[src/rtl/adc_seq_pkg.sv]
package adc_seq_pkg;

  localparam int unsigned CH_W  = 4;
  localparam int unsigned IS_W  = 2;
  localparam int unsigned ST_W  = 3;

  typedef enum logic [1:0] {
    SQ_IDLE   = 2'd0,
    SQ_SETTLE = 2'd1,
    SQ_WAIT   = 2'd2
  } sq_state_e;

  typedef enum logic {
    SRC_SW   = 1'b0,
    SRC_AUTO = 1'b1
  } src_e;

  // Channels usable by the application within the 16-entry space
  function automatic logic chan_ok(input logic [CH_W-1:0] c);
    case (c)
      4'd0, 4'd1, 4'd2, 4'd7, 4'd10, 4'd11, 4'd12, 4'd13, 4'd15: return 1'b1;
      default: return 1'b0;
    endcase
  endfunction

  // Cycles of a delay given in microseconds, at least one
  function automatic int unsigned us_to_cyc(input int unsigned clk_khz,
                                            input int unsigned us);
    int unsigned c;
    c = (clk_khz * us) / 1000;
    return (c == 0) ? 1 : c;
  endfunction

endpackage

[src/rtl/adc_period_timer.sv]
module adc_period_timer #(
  parameter int unsigned PW = 16
) (
  input  logic          clk,
  input  logic          rst_n,
  input  logic          en,
  input  logic [PW-1:0] period,
  output logic          tick
);
  logic [PW-1:0] cnt_q;
  logic [PW-1:0] lim;

  assign lim  = (period == '0) ? '0 : period - 1'b1;
  assign tick = en && (cnt_q >= lim);

  always_ff @(posedge clk or negedge rst_n) begin
    if (!rst_n)          cnt_q <= '0;
    else if (!en || tick) cnt_q <= '0;
    else                 cnt_q <= cnt_q + 1'b1;
  end
endmodule

[src/rtl/adc_req_arb.sv]
module adc_req_arb
  import adc_seq_pkg::*;
(
  input  logic            idle,
  input  logic            sw_pend,
  input  logic            auto_pend,
  input  logic [CH_W-1:0] sw_chan,
  input  logic [IS_W-1:0] sw_isrc,
  input  logic [CH_W-1:0] auto_chan,
  input  logic [IS_W-1:0] auto_isrc,
  output logic            grant_sw,
  output logic            grant_auto,
  output logic [CH_W-1:0] sel_chan,
  output logic [IS_W-1:0] sel_isrc,
  output src_e            sel_src,
  output logic            sel_ok
);
  assign grant_sw   = idle && sw_pend;
  assign grant_auto = idle && auto_pend && !sw_pend;

  always_comb begin
    if (sw_pend) begin
      sel_chan = sw_chan;
      sel_isrc = sw_isrc;
      sel_src  = SRC_SW;
    end else begin
      sel_chan = auto_chan;
      sel_isrc = auto_isrc;
      sel_src  = SRC_AUTO;
    end
  end

  assign sel_ok = chan_ok(sel_chan);
endmodule

[src/rtl/adc_settle_ctr.sv]
module adc_settle_ctr #(
  parameter int unsigned CW = 8
) (
  input  logic          clk,
  input  logic          rst_n,
  input  logic          load,
  input  logic [CW-1:0] load_val,
  input  logic          dec,
  output logic          zero
);
  logic [CW-1:0] cnt_q;

  always_ff @(posedge clk or negedge rst_n) begin
    if (!rst_n)                  cnt_q <= '0;
    else if (load)               cnt_q <= load_val;
    else if (dec && cnt_q != '0) cnt_q <= cnt_q - 1'b1;
  end

  assign zero = (cnt_q == '0);
endmodule

[src/rtl/adc_req_seq.sv]
module adc_req_seq
  import adc_seq_pkg::*;
#(
  parameter int unsigned PW       = 16,
  parameter int unsigned DW       = 12,
  parameter int unsigned CLK_KHZ  = 100,
  parameter int unsigned BASE_US  = 20,
  parameter int unsigned EXT_US   = 400
) (
  input  logic            clk,
  input  logic            rst_n,
  input  logic            sw_req,
  input  logic [3:0]      sw_chan,
  input  logic [1:0]      sw_isrc,
  input  logic            auto_en,
  input  logic [PW-1:0]   auto_period,
  input  logic [3:0]      auto_chan,
  input  logic [1:0]      auto_isrc,
  input  logic            ext_delay,
  input  logic            sw_rd,
  input  logic            auto_rd,
  input  logic            status_wr,
  input  logic [2:0]      status_wdata,
  output logic [3:0]      adc_chan,
  output logic [1:0]      adc_isrc,
  output logic            adc_sample,
  input  logic            adc_done,
  input  logic [DW-1:0]   adc_data,
  output logic [DW-1:0]   sw_result,
  output logic            sw_valid,
  output logic [DW-1:0]   auto_result,
  output logic            auto_valid,
  output logic [2:0]      status,
  output logic            irq
);
  localparam int unsigned BASE_CYC = us_to_cyc(CLK_KHZ, BASE_US);
  localparam int unsigned EXT_CYC  = us_to_cyc(CLK_KHZ, EXT_US);
  localparam int unsigned SCW      = $clog2(BASE_CYC + EXT_CYC + 1);
  localparam logic [SCW-1:0] LOAD_SHORT = SCW'(BASE_CYC - 1);
  localparam logic [SCW-1:0] LOAD_LONG  = SCW'(BASE_CYC + EXT_CYC - 1);

  sq_state_e       state_q;
  logic            sw_pend_q, auto_pend_q;
  logic [CH_W-1:0] sw_chan_q, cur_chan_q;
  logic [IS_W-1:0] sw_isrc_q, cur_isrc_q;
  src_e            cur_src_q;
  logic [DW-1:0]   sw_res_q, auto_res_q;
  logic            sw_val_q, auto_val_q;
  logic [ST_W-1:0] stat_q;

  // Named internal events
  logic            idle, busy, waiting;
  logic            tick;
  logic            grant_sw, grant_auto, grant_any;
  logic [CH_W-1:0] sel_chan;
  logic [IS_W-1:0] sel_isrc;
  src_e            sel_src;
  logic            sel_ok;
  logic            start_evt, reject_evt, sample_evt;
  logic            done_evt, done_sw_evt, done_auto_evt;
  logic            settle_zero;
  logic [ST_W-1:0] stat_set, stat_clr;

  assign idle    = (state_q == SQ_IDLE);
  assign busy    = !idle;
  assign waiting = (state_q == SQ_WAIT);

  adc_period_timer #(.PW(PW)) u_timer (
    .clk    (clk),
    .rst_n  (rst_n),
    .en     (auto_en),
    .period (auto_period),
    .tick   (tick)
  );

  adc_req_arb u_arb (
    .idle       (idle),
    .sw_pend    (sw_pend_q),
    .auto_pend  (auto_pend_q),
    .sw_chan    (sw_chan_q),
    .sw_isrc    (sw_isrc_q),
    .auto_chan  (auto_chan),
    .auto_isrc  (auto_isrc),
    .grant_sw   (grant_sw),
    .grant_auto (grant_auto),
    .sel_chan   (sel_chan),
    .sel_isrc   (sel_isrc),
    .sel_src    (sel_src),
    .sel_ok     (sel_ok)
  );

  assign grant_any  = grant_sw || grant_auto;
  assign start_evt  = grant_any && sel_ok;
  assign reject_evt = grant_any && !sel_ok;

  adc_settle_ctr #(.CW(SCW)) u_settle (
    .clk      (clk),
    .rst_n    (rst_n),
    .load     (start_evt),
    .load_val (ext_delay ? LOAD_LONG : LOAD_SHORT),
    .dec      (state_q == SQ_SETTLE),
    .zero     (settle_zero)
  );

  assign sample_evt    = (state_q == SQ_SETTLE) && settle_zero;
  assign done_evt      = waiting && adc_done;
  assign done_sw_evt   = done_evt && (cur_src_q == SRC_SW);
  assign done_auto_evt = done_evt && (cur_src_q == SRC_AUTO);

  // Sequencer state
  always_ff @(posedge clk or negedge rst_n) begin
    if (!rst_n) begin
      state_q    <= SQ_IDLE;
      cur_chan_q <= '0;
      cur_isrc_q <= '0;
      cur_src_q  <= SRC_SW;
    end else begin
      unique case (state_q)
        SQ_IDLE: if (start_evt) begin
          state_q    <= SQ_SETTLE;
          cur_chan_q <= sel_chan;
          cur_isrc_q <= sel_isrc;
          cur_src_q  <= sel_src;
        end
        SQ_SETTLE: if (settle_zero) state_q <= SQ_WAIT;
        SQ_WAIT:   if (adc_done)    state_q <= SQ_IDLE;
        default:   state_q <= SQ_IDLE;
      endcase
    end
  end

  // Pending requests
  always_ff @(posedge clk or negedge rst_n) begin
    if (!rst_n) begin
      sw_pend_q   <= 1'b0;
      sw_chan_q   <= '0;
      sw_isrc_q   <= '0;
      auto_pend_q <= 1'b0;
    end else begin
      sw_pend_q   <= sw_req || (sw_pend_q && !grant_sw);
      auto_pend_q <= tick || (auto_pend_q && !grant_auto);
      if (sw_req) begin
        sw_chan_q <= sw_chan;
        sw_isrc_q <= sw_isrc;
      end
    end
  end

  // Result registers and valid flags
  always_ff @(posedge clk or negedge rst_n) begin
    if (!rst_n) begin
      sw_res_q   <= '0;
      auto_res_q <= '0;
      sw_val_q   <= 1'b0;
      auto_val_q <= 1'b0;
    end else begin
      if (done_sw_evt)   sw_res_q   <= adc_data;
      if (done_auto_evt) auto_res_q <= adc_data;
      sw_val_q   <= done_sw_evt   || (sw_val_q   && !sw_rd);
      auto_val_q <= done_auto_evt || (auto_val_q && !auto_rd);
    end
  end

  // Status register, clear-on-one writes, set wins
  assign stat_set = {reject_evt, done_auto_evt, done_sw_evt};
  assign stat_clr = status_wr ? status_wdata : '0;

  always_ff @(posedge clk or negedge rst_n) begin
    if (!rst_n) stat_q <= '0;
    else        stat_q <= (stat_q & ~stat_clr) | stat_set;
  end

  assign adc_chan    = cur_chan_q;
  assign adc_isrc    = (cur_chan_q == '0) ? cur_isrc_q : '0;
  assign adc_sample  = sample_evt;
  assign sw_result   = sw_res_q;
  assign sw_valid    = sw_val_q;
  assign auto_result = auto_res_q;
  assign auto_valid  = auto_val_q;
  assign status      = stat_q;
  assign irq         = |stat_q;

endmodule

[config.mk]
export PLATFORM = sky130hd
export DESIGN_NAME = adc_req_seq
export DESIGN_NICKNAME = d
export VERILOG_FILES = /design/src/rtl/adc_seq_pkg.sv /design/src/rtl/adc_period_timer.sv /design/src/rtl/adc_req_arb.sv /design/src/rtl/adc_settle_ctr.sv /design/src/rtl/adc_req_seq.sv
export SDC_FILE = /design/constraint.sdc
export NUM_CORES = 1
export LEC_CHECK = 0
export ABC_AREA = 0
export BUFFER_PORTS_ARGS = -buffer_cell sky130_fd_sc_hd__buf_4
export CORE_UTILIZATION = 54
export CTS_CLUSTER_SIZE = 24
export DETAILED_ROUTE_END_ITERATION = 7
export PLACE_DENSITY = 0.9
export SLEW_MARGIN = 30
export SYNTH_ARGS = -nofsm -noshare
export SYNTH_HDL_FRONTEND = slang
export SYNTH_HIERARCHICAL = 1
export SYNTH_SLANG_ARGS = --single-unit
[constraint.sdc]
create_clock -name clk -period 2.7 [get_ports clk]
set_clock_uncertainty 0.15 [all_clocks]
set_input_delay 0.135 -clock clk [delete_from_list [all_inputs] [get_ports clk]]
set_output_delay 0.135 -clock clk [all_outputs]
set_load 0.02 [all_outputs]
After elaboration in Yosys (flattened, before gate mapping)
Memories as Yosys holds them, arrays and structs flattened.
Cells that the tools add are included.
{"block": "word_totals", "ff_bits": 68, "latchBits": 0, "ram_bits": 0, "mem_bits_ro": 16, "inputBits": 52, "out_inout_bits": 37, "word_cells": 80, "n_memories": 1}
{"memory": "(name not given)", "words": 16, "word_bits": 1, "read_ports": 1, "rd_ports_with_merged_regs": 0, "wr": 0, "line": "adc_seq_pkg.sv:20", "text": "case (c)"}
{"block": "classes", "addsub": 3, "mul": 0, "div_mod_pow": 0, "magnitude_cmp": 1, "n_eq_ne": 5, "shifts": 0, "n_mux": 14, "bitwise": 4, "reduce_logical": 37}
{"op": "2-to-1 mux 16 bit", "n": 2}
{"op": "2-to-1 mux 6 bit", "n": 3}
{"op": "adder 16 x 1 -> 16 bit, second input constant", "n": 1}
{"op": ">= comparator 16 bit", "n": 1}
{"op": "zero test 16 bit", "n": 1}
{"op": "subtractor 16 x 1 -> 16 bit, second input constant", "n": 1}
{"op": "logical AND 1 bit", "n": 15}
{"op": "2-to-1 mux 2 bit", "n": 5}
{"op": "zero test 1 bit", "n": 7}
{"op": "zero test 6 bit", "n": 1}
{"op": "logical OR 1 bit", "n": 6}
{"op": "inequality test 2 bit, second input constant", "n": 3}
{"op": "one-hot mux 2 bit (3 select lines)", "n": 1}
{"op": "nonzero test 6 bit", "n": 1}
{"op": "subtractor 6 x 1 -> 6 bit, second input constant", "n": 1}
{"op": "zero test 4 bit", "n": 1}
{"op": "2-to-1 mux 4 bit", "n": 1}
{"op": "AND 3 bit", "n": 1}
{"op": "2-to-1 mux 3 bit", "n": 1}
{"op": "NOT 3 bit", "n": 1}
{"op": "bitwise OR 3 bit", "n": 1}
{"op": "AND reduction 3 bit", "n": 1}
{"op": "OR reduction 3 bit", "n": 1}
{"op": "== test 2 x 1 -> 1 bit, second input constant", "n": 1}
{"op": "other kinds (6)", "n": 6}

Longest topological paths before layout
{"block": "depth", "word_depth": 7, "depth_mapped": 12, "mapped_depth_nobuf": 11}

Hierarchy
Netlist, hierarchy kept.
{"mod": "adc_req_seq", "instances": 1, "cells_each": 122, "area_each_um2": 1838.0, "seq_area_each_um2": 1151.1}
{"mod": "adc_period_timer", "instances": 1, "cells_each": 176, "area_each_um2": 1555.2, "seq_area_each_um2": 400.4}
{"mod": "adc_settle_ctr", "instances": 1, "cells_each": 44, "area_each_um2": 395.4, "seq_area_each_um2": 150.1}
{"mod": "adc_req_arb", "instances": 1, "cells_each": 15, "area_each_um2": 138.9, "seq_area_each_um2": 0.0}

Worst setup path before layout
Ideal clock, no wire load.
{"block": "synth_path", "path_type": "input-to-reg", "startpoint": "input port auto_period[5]", "endpoint": "register u_timer.cnt_q[10]", "setup_ns": 0.125, "t_arrival_ns": 2.543, "required_time_ns": 2.425, "setup_slack_ns": -0.118, "stages": 11, "path_buffers": 2, "path_cell_list": "nor4_1 clkbuf_1 nand4_1 xnor2_1 nand2_1 ha_1 and4_1 o2111ai_1 o31ai_2 buf_2 nor3_1"}
{"block": "synth_via", "elab_chain_cells": 6, "word_cells_on_any_way": 7, "cone_classes": "1 x add/sub; 1 x order compare; 2 x mux; 3 x reduce/logical"}
{"element": "from (decl)", "line": "adc_req_seq.sv:16", "text": "input logic [PW-1:0] auto_period,"}
{"element": "subtractor 16 x 1 -> 16 bit or zero test 16 bit (tied branches)", "line": "adc_period_timer.sv:13", "text": "assign lim = (period == '0) ? '0 : period - 1'b1;"}
{"element": "2-to-1 mux 16 bit (*)", "line": "adc_period_timer.sv:13"}
{"element": ">= comparator 16 bit (*)", "line": "adc_period_timer.sv:14", "text": "assign tick = en && (cnt_q >= lim);"}
{"element": "logical AND 1 bit (*)", "line": "adc_period_timer.sv:14"}
{"element": "logical OR 1 bit (*)", "line": "adc_period_timer.sv:18", "text": "else if (!en || tick) cnt_q <= '0;"}
{"element": "2-to-1 mux 16 bit (*)", "line": "adc_period_timer.sv:18"}
{"element": "to (signal assigned)", "line": "adc_period_timer.sv:19", "text": "else cnt_q <= cnt_q + 1'b1;"}
{"element": "to (decl)", "line": "adc_period_timer.sv:10", "text": "logic [PW-1:0] cnt_q;"}
Mark *: on every way between the ends. The rest lies on a longest branch, timed or not.
A chain may end at the register's enable or synchronous reset.

Final worst setup path
{"block": "layout_path", "startpoint": "register sw_pend_q", "endpoint": "register u_settle.cnt_q[3]"}
{"block": "layout_via", "word_cells_on_any_way": 9, "cone_classes": "2 x mux; 6 x reduce/logical; 1 x memory"}
{"element": "from (decl)", "line": "adc_req_seq.sv:43", "text": "logic sw_pend_q, auto_pend_q;"}
{"element": "from (signal assigned)", "line": "adc_req_seq.sv:140", "text": "sw_pend_q <= sw_req || (sw_pend_q && !grant_sw);"}
{"element": "2-to-1 mux 4 bit (*)", "line": "adc_req_arb.sv:22", "text": "if (sw_pend) begin"}
{"element": "via sel_chan[2]", "line": "adc_req_seq.sv:55", "text": "logic [CH_W-1:0] sel_chan;"}
{"element": "memory read (16 x 1 bit) (*)"}
{"element": "via sel_ok", "line": "adc_req_seq.sv:58", "text": "logic sel_ok;"}
{"element": "logical AND 1 bit (*)", "line": "adc_req_seq.sv:93", "text": "assign start_evt = grant_any && sel_ok;"}
{"element": "via start_evt", "line": "adc_req_seq.sv:59", "text": "logic start_evt, reject_evt, sample_evt;"}
{"element": "2-to-1 mux 6 bit or nonzero test 2 bit (tied branches)"}
{"element": "to (signal assigned)", "line": "adc_settle_ctr.sv:15", "text": "else if (load) cnt_q <= load_val;"}
{"element": "to (signal assigned)", "line": "adc_settle_ctr.sv:16", "text": "else if (dec && cnt_q != '0) cnt_q <= cnt_q - 1'b1;"}
{"element": "to (decl)", "line": "adc_settle_ctr.sv:11", "text": "logic [CW-1:0] cnt_q;"}
Mark *: on every way through the listed nets, which the timed path passes. The rest lies on a longest branch.

==> impl_metrics.yaml <==
synthesis:
  syn_inst: 357
  ys_seq_area_share_pct: 43.33
  synth_flop_cell: "dfrtp_1"
  synth_most_common_cell: "dfrtp_1"
  synth_top_family_by_area: "simple AND/OR/NAND/NOR gates"
  yosys_warnings: 6
  synth.area.mux_share_pct: 13.51
  syn_avg_cell_area_um2: 11.00
  synth_common_cells: "dfrtp_1, mux2_2, nand2_1, ha_1, nor3_1"
  synth_xor_area_share_pct: 5.575
  yosys.area.top_type: "dfrtp_1"
  synthAdderAreaFrac_pct: 6.690
  synth_edf_count: 0
  ys_types: 67
  synth-simple-area-share_pct: 18.76
  ys_ff_latch: 68
  synthArstFlopShare_pct: 100.0
  synth_top_cell_area_share_pct: 43.33
  yosys-top-cells-area: "dfrtp_1, mux2_2, ha_1"
  syn_area_mm2: 0.003928
  synth_compound_area_share_pct: 8.315
critical_path:
  critical_path_class: "reg2reg"
  reg2reg_depth: 8
  end_kind: "flop"
  rrSetupSlack_ns: 0.10
  r2r_end: "u_settle/cnt_q[3]"
  timing.rr.start: "sw_pend_q"
  startpoint_type: "flop"
  worstPathRequired_ns: 2.82
  cp_max_fo: 9
  cp.arrival_ns: 2.72
clock_network:
  cts_setup_buffers: 0
  htreeDepth: 3
  cts_buffer_depth: 2
  path_clk_slew_ns: 0.07
  cts_buffers: 9
  clock_sinks: 68
  cts_tree: "built"
  clk-insertion-delay-late_ns: 0.35
  root_buffer: "clkbuf_8"
global_routing:
  grt_pass1_vias: 3326
  grt_max_degree: 69
  grt_pass1_wl_um: 15980
  grt.overflow.total: 0
  track_usage_pct: 27.86
  grt_antenna_before_repair: 0
floorplan:
  ios: 89
  die_height_um: 87.28
  start_util_pct: 56.87
  rows: 30
  die-area_mm2: 0.007618
  core_area_mm2: 0.006907
  dieWidth_um: 87.28
timing:
  final-setup-viol-count: 0
  holdWs_ns: 0.01993
  tightestPinTransition_ns: 0.8314
  finalCriticalPeriod_ns: 2.599
  setup_ws_ns: 0.1006
  finalMaxSlewViolations: 0
  relSlewSlack_pct: 44.57
  finalHoldViolCount: 0
  tns_ns: 0
  max_freq_mhz: 384.7
  rsz0062_at_grt: "no"
  min_period_over_period_pct: 96.27
detailed_routing:
  drc: 0
  wl_per_cell_um: 16.57
  vias: 3375
  drtIter0Drc: 204
  wirelength_um: 10070
  ant_nets: 0
  via_per_inst: 5.551
  dr.pass1.iters: 4
power:
  power_density_mw_per_mm2: 622.8
  power_w: 0.003367
  power.leakage_nw: 2.665
  vdd_drop_max_uv: 307.6
finish:
  final_util_pct: 78.28
  drive_gt1_share_pct: 37.11
  fin_nets: 580
  antenna_cells: 0
  syn2layout_area_growth_pct: 37.66
run:
  cap_violations: 0
worst_hold_path:
  worstHoldPathCells: 3
  hp-start: "adc_done"
  hp-class: "in2reg"
  min_to: "state_q[1]"
placement:
  gp_congestion: 0.7983
  portBuffers: 88
  place_ws_ns: -0.2562
  hpwl_um: 6613
status:
  status: "completed"
## cell families after synthesis
| family | Yosys count |
|---|---|
| multiplexers | 44 |
| other | 2 |
| adder cells (fa/ha/maj) | 21 |
| flip-flops | 68 |
| AND/OR/NAND/NOR | 124 |
| AO/OA/AOI/OAI | 43 |
| buffers and inverters | 30 |
| XOR/XNOR | 25 |
## worst max-delay path by stage
| stage | from | endpoint | slack, ns | cells after the start |
|---|---|---|---|---|
| floorplan | auto_period[9] | auto_pend_q | 0.02 | 11 |
| global placement | auto_period[5] | u_timer/cnt_q[14] | -0.05 | 12 |
| detailed placement | auto_period[13] | u_timer/cnt_q[14] | -0.26 | 11 |
| CTS | auto_period[13] | u_timer/cnt_q[14] | 0.13 | 11 |
| global route | sw_pend_q | u_settle/cnt_q[3] | 0.002 | 8 |
| finish | sw_pend_q | u_settle/cnt_q[3] | 0.10 | 8 |
## layer usage
| layer | global-route usage [%] | up-vias | wire, um |
|---|---|---|---|
| met5 | 0 | - | 0 |
| met4 | 11.62 | 0 | 244 |
| met3 | 5.972 | 22 | 564 |
| met2 | 48.58 | 127 | 5125 |
| met1 | 33.27 | 1631 | 4139 |
| li1 | - | 1595 | - |
## power by group
part | switching (W) | internal (W) | total [W]
Sequential | 0.000177 | 0.00122 | 0.00140
Combinational | 0.000606 | 0.000620 | 0.00123
Clock | 0.000387 | 0.000356 | 0.000743
## state kept, by name, summed over array words and instances (netlist names), 2 cells and up
name,count
sw_result,12
auto_result,12
sw_chan_q,4
u_settle/cnt_q,6
status,3
sw_isrc_q,2
u_timer/cnt_q,16
state_q,2
cur_isrc_q,2
adc_chan,4
## timing repair
action | 4_1_cts | 5_1_grt
hold buffers | 36 | 0
endpoints found under the hold margin | 108 | 0
endpoints found under the setup margin | 0 | 17
resized for setup | 0 | 3
## stage by stage
step                      instance area, um2  std cells
after floorplan                         3955        359
after global placement                  4858        556
after detailed placement                4858        556
after CTS                               5389        608
after global routing                    5406        608
final                                   5406        608
## cell type report
cell class,instances,area [um2]
clock buffers,12,145.1
clock inverters,4,25.02
fillers,417,1500
inverters,18,67.56
multi-input cells,261,2126
flip-flops and latches,68,1702
well taps,96,120.1
repair buffers,149,1221
## layout by cell type (no fill, tap or decap), drive strengths merged, types with 3 or more instances in the layout
cell type | netlist | routed
nor4 | 6 | 6
nor3b | 4 | 4
or3b | 3 | 3
or2 | 3 | 3
nand4 | 8 | 8
dfrtp | 68 | 68
nand2b | 3 | 3
ha | 21 | 21
inv | 18 | 18
or4 | 5 | 5
a21oi | 5 | 5
a21o | 7 | 7
o2111ai | 3 | 3
o31ai | 5 | 5
and2 | 6 | 6
nand4b | 4 | 4
xor2 | 9 | 9
o21a | 3 | 3
mux2 | 42 | 42
xnor2 | 16 | 16
nand3 | 10 | 10
conb | 2 | 4
buf | 8 | 113
nor2 | 10 | 10
o211ai | 3 | 3
nand2 | 29 | 29
nor3 | 22 | 22
o21ai | 5 | 5
clkbuf | 4 | 12
dlygate4sd3 | 0 | 36
## worst max-delay path: stages, from the launching register on
cell	delay, ns
dfrtp_1	0.59
mux2i_2	0.36
inv_2	0.09
nor3b_2	0.21
o22ai_1	0.15
o21ai_2	0.10
inv_1	0.17
or4_1	0.54
o211ai_1	0.16
Note: power is estimated with default switching activity, not from simulation.
